<file path="src/rtl/cmd_led_pkg.sv">
package cmd_led_pkg;
  parameter int NUM_CH    = 2;
  parameter int BYTE_W    = 8;
  parameter int SYNC_LEN  = 2;
  localparam int OP_BIT   = 0;
  localparam int FLD_LSB  = 1;
  localparam int FLD_MSB  = FLD_LSB + NUM_CH - 1;
  localparam int STAT_USE = 2 * NUM_CH;
endpackage

</file>
<file path="src/rtl/sw_sync.sv">
module sw_sync
  import cmd_led_pkg::*;
#(
  parameter int WIDTH = NUM_CH,
  parameter int DEPTH = SYNC_LEN
) (
  input  logic             clk,
  input  logic             rst_n,
  input  logic [WIDTH-1:0] async_i,
  output logic [WIDTH-1:0] sync_o
);
  logic [WIDTH-1:0] stage_q [DEPTH];
  logic [WIDTH-1:0] stage_d [DEPTH];

  always_comb begin
    stage_d[0] = async_i;
    for (int k = 1; k < DEPTH; k++) stage_d[k] = stage_q[k-1];
  end

  always_ff @(posedge clk or negedge rst_n) begin
    if (!rst_n) begin
      for (int k = 0; k < DEPTH; k++) stage_q[k] <= '0;
    end else begin
      for (int k = 0; k < DEPTH; k++) stage_q[k] <= stage_d[k];
    end
  end

  assign sync_o = stage_q[DEPTH-1];
endmodule

</file>
<file path="src/rtl/cmd_decode.sv">
module cmd_decode
  import cmd_led_pkg::*;
(
  input  logic              valid_i,
  input  logic [BYTE_W-1:0] cmd_i,
  output logic              take_o,
  output logic              wr_en_o,
  output logic              rd_en_o,
  output logic [NUM_CH-1:0] wr_val_o
);
  localparam int IGN_W = BYTE_W - FLD_MSB - 1;
  logic [IGN_W-1:0] ign_bits_unused;

  always_comb begin
    take_o          = valid_i;
    wr_en_o         = valid_i &  cmd_i[OP_BIT];
    rd_en_o         = valid_i & ~cmd_i[OP_BIT];
    wr_val_o        = cmd_i[FLD_MSB:FLD_LSB];
    ign_bits_unused = cmd_i[BYTE_W-1:FLD_MSB+1];
  end
endmodule

</file>
<file path="src/rtl/led_reg.sv">
module led_reg
  import cmd_led_pkg::*;
(
  input  logic              clk,
  input  logic              rst_n,
  input  logic              load_en_i,
  input  logic [NUM_CH-1:0] load_val_i,
  input  logic [NUM_CH-1:0] sw_sync_i,
  output logic [NUM_CH-1:0] led_o
);
  logic [NUM_CH-1:0] mask_q;
  logic [NUM_CH-1:0] mask_d;

  always_comb begin
    mask_d = mask_q;
    if (load_en_i) mask_d = load_val_i;
  end

  always_ff @(posedge clk or negedge rst_n) begin
    if (!rst_n) mask_q <= '0;
    else        mask_q <= mask_d;
  end

  for (genvar ch = 0; ch < NUM_CH; ch++) begin : g_mix
    assign led_o[ch] = sw_sync_i[ch] ^ mask_q[ch];
  end
endmodule

</file>
<file path="src/rtl/status_pack.sv">
module status_pack
  import cmd_led_pkg::*;
(
  input  logic [NUM_CH-1:0] sw_i,
  input  logic [NUM_CH-1:0] led_i,
  output logic [BYTE_W-1:0] stat_o
);
  always_comb begin
    stat_o = '0;
    stat_o[NUM_CH-1:0]        = sw_i;
    stat_o[STAT_USE-1:NUM_CH] = led_i;
  end
endmodule

</file>
<file path="src/rtl/cmd_led_ctrl.sv">
module cmd_led_ctrl
  import cmd_led_pkg::*;
(
  input  logic              clk,
  input  logic              rst_n,
  input  logic [NUM_CH-1:0] sw_i,
  output logic [NUM_CH-1:0] led_o,
  input  logic [BYTE_W-1:0] rx_data_i,
  input  logic              rx_valid_i,
  output logic              rx_take_o,
  output logic [BYTE_W-1:0] tx_data_o,
  output logic              tx_send_o
);
  logic [NUM_CH-1:0] sw_sync;
  logic              wr_en;
  logic [NUM_CH-1:0] wr_val;

  sw_sync #(.WIDTH(NUM_CH), .DEPTH(SYNC_LEN)) u_sync (
    .clk    (clk),
    .rst_n  (rst_n),
    .async_i(sw_i),
    .sync_o (sw_sync)
  );

  cmd_decode u_dec (
    .valid_i (rx_valid_i),
    .cmd_i   (rx_data_i),
    .take_o  (rx_take_o),
    .wr_en_o (wr_en),
    .rd_en_o (tx_send_o),
    .wr_val_o(wr_val)
  );

  led_reg u_reg (
    .clk       (clk),
    .rst_n     (rst_n),
    .load_en_i (wr_en),
    .load_val_i(wr_val),
    .sw_sync_i (sw_sync),
    .led_o     (led_o)
  );

  status_pack u_stat (
    .sw_i  (sw_sync),
    .led_i (led_o),
    .stat_o(tx_data_o)
  );
endmodule

</file>
<file path="config.mk">
export PLATFORM = sky130hd
export DESIGN_NAME = cmd_led_ctrl
export DESIGN_NICKNAME = d
export VERILOG_FILES = /design/src/rtl/cmd_led_pkg.sv /design/src/rtl/sw_sync.sv /design/src/rtl/cmd_decode.sv /design/src/rtl/led_reg.sv /design/src/rtl/status_pack.sv /design/src/rtl/cmd_led_ctrl.sv
export SDC_FILE = /design/constraint.sdc
export NUM_CORES = 1
export LEC_CHECK = 0
export ABC_CLOCK_PERIOD_IN_PS = 1550
export BUFFER_PORTS_ARGS = -buffer_cell sky130_fd_sc_hd__buf_4
export CAP_MARGIN = 15
export CELL_PAD_IN_SITES_DETAIL_PLACEMENT = 0
export CELL_PAD_IN_SITES_GLOBAL_PLACEMENT = 1
export CORE_AREA = 2 2 39 41
export DETAILED_ROUTE_END_ITERATION = 10
export DIE_AREA = 0 0 41 43
export GPL_ROUTABILITY_DRIVEN = 1
export PLACE_DENSITY_LB_ADDON = 0.1
export SETUP_SLACK_MARGIN = 0.15
export SLEW_MARGIN = 20
export SYNTH_ARGS = -nofsm -noshare
export SYNTH_HDL_FRONTEND = slang
export SYNTH_HIERARCHICAL = 1
export SYNTH_SLANG_ARGS = --single-unit
</file>
<file path="constraint.sdc">
create_clock -name clk -period 1.55 [get_ports clk]
set_input_delay 0.31 -clock clk [delete_from_list [all_inputs] [get_ports clk]]
set_output_delay 0.31 -clock clk [all_outputs]
set_load 0.01 [all_outputs]
</file>
Word level (Yosys, flattened, before mapping)

Index checks and enable logic that the tools add are counted.

Bitwise gates (word level): 5

Operator list:

| kind              | count |
|---|---|
| bitwise AND 1 bit | 2 |
| bitwise XOR 1 bit | 2 |
| inverter 1 bit    | 1 |

Flip-flop bits (word level): 6
Input port bits: 13
Output and inout bits: 12

Longest topological paths before layout

Gate-level depths: netlist of the first run.

Depth in word-level cells: 2
Depth in mapped cells: 2

Hierarchy

Netlist of the first run, hierarchy kept.

Modules (own cells, without submodules):

| module      | instances | cells an instance | area an instance (µm²) |
|---|---|---|---|
| sw_sync     | 1         | 4                 | 100.1 |
| led_reg     | 1         | 6                 | 90.1 |
| status_pack | 1         | 9                 | 63.8 |
| cmd_decode  | 1         | 5                 | 38.8 |

Least setup slack after synthesis of the first run

OpenSTA, ideal clock, no wires.

Path type: reg2out
From: register u_reg.mask_q[0]
To: output tx_data_o[2]
Data arrival time: 0.814 ns
Data required time: 1.240 ns
Setup slack: 0.426 ns
Stages on the path, launching flop included: 3
Path through: dfrtp_1 > xor2_1 > buf_4

Word-level cells in the longest chain between the ends: 1

RTL lines:

| what                     | RTL line           | text |
|---|---|---|
| start: declaration       | led_reg.sv:11      | `logic [NUM_CH-1:0] mask_q;` |
| start signal: assignment | led_reg.sv:21      | `else mask_q <= mask_d;` |
| bitwise XOR 1 bit        | led_reg.sv:25      | `assign led_o[ch] = sw_sync_i[ch] ^ mask_q[ch];` |
| end: declaration         | cmd_led_ctrl.sv:11 | `output logic [BYTE_W-1:0] tx_data_o,` |

Every way passes these cells.

Worst setup path in the final report of the first run

From: register u_reg.mask_q[1]
To: output led_o[1]

Word-level cells in the longest chain between the ends: 1

RTL lines:

| what              | RTL line          | text |
|---|---|---|
| bitwise XOR 1 bit | led_reg.sv:25     |  |
| end: declaration  | cmd_led_ctrl.sv:7 | `output logic [NUM_CH-1:0] led_o,` |

Every way passes these cells.

==> results.json, run 1 <==
{
  "outcome": "finished clean",
  "dieArea_sq_um": 1760,
  "wl_per_cell_um": 7.71,
  "cts_tree": "yes",
  "ys_types": 7,
  "max_stage_delay_ns": 0.39,
  "mostFrequentLayoutCells": "buf_4, dfrtp_1, conb_1, clkbuf_4",
  "peakVddDrop_v": 0.000363,
  "drt-vias-per-instance": 3.31,
  "synth_warnings": 6,
  "yosysSeqAreaShare_pct": 51.3,
  "rsz0062_at_grt": "no",
  "n_antenna_cell": 0,
  "crit_fanout": 2,
  "cp_top_family": "flip-flops",
  "power.share.clock_pct": 33.2,
  "gp_congestion": 0.630,
  "fillers": 153,
  "drc_errors": 0,
  "vias": 169,
  "final-setup-viol-count": 0,
  "regArea_sq_um": 150,
  "syn_area_sq_um": 293,
  "grt_max_degree": 7,
  "drive_gt1_share_pct": 62.9,
  "core_area_sq_um": 1380,
  "grt_pass1_vias": 185,
  "drt_iter0_drc": 1,
  "final.setup.tns_ns": 0,
  "period_needed_ns": 1.27,
  "clock_latency_ns": 0.24,
  "multi_input_area_sq_um": 71.3,
  "pwr-share-seq_pct": 43.6,
  "post_cts_resized": 0,
  "cp-end-kind": "primary output",
  "wl_um": 393,
  "p_sw_share_pct": 23.4,
  "cts_root_buffer": "clkbuf_4",
  "synth_seq_cells": 6,
  "switchingPower_uw": 95.6,
  "p_leak_uw": 0.000198,
  "power_density_nw_per_um2": 1060,
  "slew_violations": 0,
  "crit_required_ns": 1.24,
  "grt_use_total_pct": 5.88,
  "max-cap-violations": 0,
  "drt_pre_antenna_iters": 4,
  "place_area_sq_um": 354,
  "gr-total-overflow": 0,
  "antenna_left": 0,
  "total_power_uw": 409,
  "min_path_type": "input pin to register",
  "antenna_found_initial": 0,
  "pin_count": 25,
  "pwr-share-comb_pct": 23.2,
  "io_buffer_count": 15,
  "die_w_um": 41,
  "p_int_uw": 313,
  "dpl.hpwl_um": 340,
  "period_share_pct": 82.2,
  "clock_skew_ns": 0.00369,
  "stdcell_area_sq_um": 387,
  "grt_first_pass_wirelength_um": 655,
  "h-tree-depth": 1,
  "path_clk_slew_ns": 0.04,
  "critPathBufInv": 1,
  "critPathLaunchType": "register",
  "arrival_ns": 0.96,
  "area_delta_synth_final_pct": 32.1,
  "cts_made_buffers": 3,
  "synthCells": 24,
  "clock-sinks": 6,
  "syn_area_per_cell_sq_um": 12.2,
  "nets": 50,
  "clockBufferDepth": 2,
  "path_cells": "xor2_1 -> buf_4",
  "rows": 14,
  "finalHoldViolCount": 0,
  "die_y_um": 43,
  "final_common_cell": "buf_4",
  "slowest_stage": "dfrtp_1",
  "fmax_mhz": 784,
  "worstSetupPathType": "register to primary output",
  "initial_core_util_pct": 21.2
}
## per-stage QoR
stage          hold slack [ns]  setup slack (ns)  util [%]  std cells
2_1_floorplan           0.0144             0.426         -         27
3_3_place_gp             0.118             0.505      25.6         47
3_5_place_dp             0.121             0.501      25.6         47
4_1_cts                  0.173             0.248      27.9         51
5_1_grt                  0.166             0.181      27.9         51
6_report                 0.182             0.275      27.9         51
## final cells by class
cell class	count	area share, %
clock buffer	3	5.83
sequential	6	38.8
tap	16	5.18
timing repair buffer	16	31.7
multi-input combinational	10	18.4
## power by group through the flow
stage	logic (uW)	registers [uW]	clock network, uW
6_report	94.9	178	136
5_1_grt	107	180	155
4_1_cts	96.7	179	145
3_5_place_dp	94.8	181	0
3_3_place_gp	95.0	181	0
2_1_floorplan	68.9	178	0
## routing by layer
metal,track usage [%],part of all wire [%],vias up
li1,-,-,80
met1,5.32,35,76
met2,8.44,49,13
met3,3.14,16,0
met4,6.00,0,0
met5,0,0,-
## cell usage after synthesis
cell / n / area share (%)
and2_2: 1 / 2.6
conb_1: 1 / 1.3
and2b_2: 1 / 3.0
xor2_1: 2 / 6.0
mux2_2: 2 / 7.7
buf_4: 11 / 28
dfrtp_1: 6 / 51
## registers in the layout, indices dropped and copies added, names as in the netlist
| name | cells |
|---|---|
| u_sync/sync_o | 2 |
| u_reg/mask_q | 2 |
| u_sync/stage_d | 2 |
## logic make-up (layout without fill, tap and decap cells)
group	count (synthesis)	after routing	share of synthesized area [%]
buf+inv	11	19	28.2
flops	6	6	51.3
xor+xnor	2	2	5.98
mux	2	2	7.69
simple gates	2	2	5.56
other cells	1	4	1.28
## worst paths after layout
check	start	to	slack, ns	depth (start not counted)
max in group asynchronous	rst_n	u_sync/stage_d[0]$_DFF_PN0_	1.03	2
worst min register to register	u_sync/stage_d[0]$_DFF_PN0_	u_sync/sync_o[0]$_DFF_PN0_	0.34	0
min in group asynchronous	rst_n	u_sync/sync_o[0]$_DFF_PN0_	0.41	2
worst max-delay path	u_reg/mask_q[1]$_DFFE_PN0P_	led_o[1]	0.28	2
worst max register to register	u_reg/mask_q[1]$_DFFE_PN0P_	u_reg/mask_q[1]$_DFFE_PN0P_	0.79	1
worst min-delay path	sw_i[1]	u_sync/stage_d[1]$_DFF_PN0_	0.18	1
## timing repair
action | 4_1_cts | 5_1_grt
buffers inserted | 0 | 0
hold buffers | 1 | 0
hold endpoints to repair | 6 | 0
Power figures use the tool's default switching activity.
==> run 2, diff against run 1 <==
- ABC_CLOCK_PERIOD_IN_PS: 1550 -> 1100
- CORE_AREA: 2 2 39 41 -> 2 2 41 43
- DIE_AREA: 0 0 41 43 -> 0 0 43 45
- clock period: 1.55 -> 1.1 ns (I/O delays scaled with it)
==> run 2 against run 1 <==
Compared with the run above:
- the run now ends with setup timing left
- clock power increased by 47%
- sequential share of layout area decreased by 4.6 points
- global-route usage decreased by 0.36 points
- total power increased by 51%
- critical path type unchanged
==> results.json, run 2 (same netlist as run 1, synthesis figures left out) <==
{
  "stdcell_area_sq_um": 439,
  "switchingPower_uw": 154,
  "path_cells": "xor2_2 -> buf_4",
  "instances_no_fill": 55,
  "multi_input_area_sq_um": 86.3,
  "r2r_slack_ns": 0.18,
  "dieArea_sq_um": 1940,
  "min_path_type": "input pin to register",
  "die_w_um": 43,
  "drive_gt1_share_pct": 71.8,
  "min-delay-start": "sw_i[0]",
  "wl_per_cell_um": 8.35,
  "h-tree-depth": 1,
  "antenna_found_initial": 0,
  "clock_skew_ns": 0.000912,
  "drt_iter0_drc": 0,
  "io_buffer_count": 15,
  "outcome": "complete, but fails checks",
  "grt_use_total_pct": 5.52,
  "final-setup-viol-count": 5,
  "hold-path-cell-count": 1,
  "failed_checks": "setup timing",
  "n_antenna_cell": 0,
  "period_needed_ns": 1.19,
  "power.share.clock_pct": 32.3,
  "rsz0062_at_grt": "yes",
  "slowest_stage": "dfrtp_1",
  "antenna_left": 0,
  "p_leak_uw": 0.000222,
  "vias": 189,
  "final.setup.tns_ns": -0.373,
  "path_clk_slew_ns": 0.04,
  "rr_endpoint": "u_reg/mask_q[1]$_DFFE_PN0P_",
  "area_delta_synth_final_pct": 50.0,
  "gr-total-overflow": 0,
  "cts_tree": "yes",
  "mostFrequentLayoutCells": "buf_4, dfrtp_1, conb_1, clkbuf_4",
  "finalHoldViolCount": 0,
  "max_stage_delay_ns": 0.40,
  "worstSetupPathType": "register to primary output",
  "wl_um": 459,
  "p_sw_share_pct": 24.8,
  "cts_made_buffers": 3,
  "final_common_cell": "buf_4",
  "r2r_cells": 2,
  "drt-vias-per-instance": 3.44,
  "critPathLaunchType": "register",
  "drt_pre_antenna_iters": 1,
  "drc_errors": 0,
  "holdWs_ns": 0.0875,
  "dp_cells": 47,
  "period_share_pct": 108,
  "place_area_sq_um": 369,
  "pwr-share-comb_pct": 26.4,
  "cts_root_buffer": "clkbuf_4",
  "total_power_uw": 619,
  "min_to": "u_sync/stage_d[0]$_DFF_PN0_",
  "rows": 14,
  "pin_count": 25,
  "fillers": 167,
  "core_area_sq_um": 1470,
  "fmax_mhz": 842,
  "regArea_sq_um": 150,
  "crit_fanout": 2,
  "grt_max_degree": 7,
  "pwr-share-seq_pct": 41.3,
  "max-cap-violations": 0,
  "initial_core_util_pct": 19.9,
  "p_int_uw": 466,
  "grt_pass1_vias": 176,
  "grt_first_pass_wirelength_um": 703,
  "peakVddDrop_v": 0.000525,
  "clock_latency_ns": 0.24,
  "rr_startpoint": "u_reg/mask_q[1]$_DFFE_PN0P_",
  "crit_required_ns": 0.88,
  "cp-end-kind": "primary output",
  "nets": 54,
  "clockBufferDepth": 2,
  "slew_violations": 0,
  "die_y_um": 45,
  "gp_congestion": 0.624,
  "power_density_nw_per_um2": 1410,
  "arrival_ns": 0.97,
  "setup_ws_ns": -0.0877,
  "clock-sinks": 6
}
## run 2: area by class of cell
cell class,instances,share of cell area (%)
Timing Repair Buffer,20,36.5
Tap cell,16,4.56
Multi-Input combinational cell,10,19.7
Clock buffer,3,5.13
Sequential cell,6,34.2
## run 2: power groups by stage
stage	sequential, uW	combinational, uW	clock, uW
finish	256	163	200
global route	257	177	229
CTS	255	163	210
detailed placement	260	139	0
global placement	260	138	0
floorplan	257	102	0
## run 2: worst max path at each step
stage	start	to	depth (start not counted)
finish	u_reg/mask_q[1]$_DFFE_PN0P_	led_o[1]	2
detailed placement	u_reg/mask_q[1]$_DFFE_PN0P_	led_o[1]	2
global placement	u_reg/mask_q[1]$_DFFE_PN0P_	tx_data_o[3]	2
CTS	u_reg/mask_q[1]$_DFFE_PN0P_	led_o[1]	2
global route	u_reg/mask_q[0]$_DFFE_PN0P_	led_o[0]	2
floorplan	u_reg/mask_q[0]$_DFFE_PN0P_	tx_data_o[2]	2
## run 2: per-stage QoR
stage / util, % / worst slack [ns]
after floorplan: - / 0.121
final: 29.8 / -0.0877
after global routing: 29.8 / -0.133
after global placement: 25.1 / 0.156
after detailed placement: 25.1 / 0.155
after CTS: 29.1 / -0.0960
## run 2: repair_timing
| item | CTS | global route |
|---|---|---|
| gates resized for setup | 1 | 1 |
| hold buffers | 1 | 0 |
| buffers inserted | 3 | 1 |
| hold endpoints to repair | 6 | 0 |
| endpoints found under the setup margin | 6 | 6 |
## run 2: layer usage
layer / GRT usage, % / share of wire (%)
met5: 0 / 0
met2: 8.48 / 53
met3: 4.80 / 14
met1: 4.79 / 32
met4: 3.64 / 0
## run 2: critical path, delay by kind of cell, from the launching register on
family                 cells  cell delay [ns]
flip-flops                 1             0.40
XOR/XNOR                   1             0.18
buffers and inverters      1             0.15
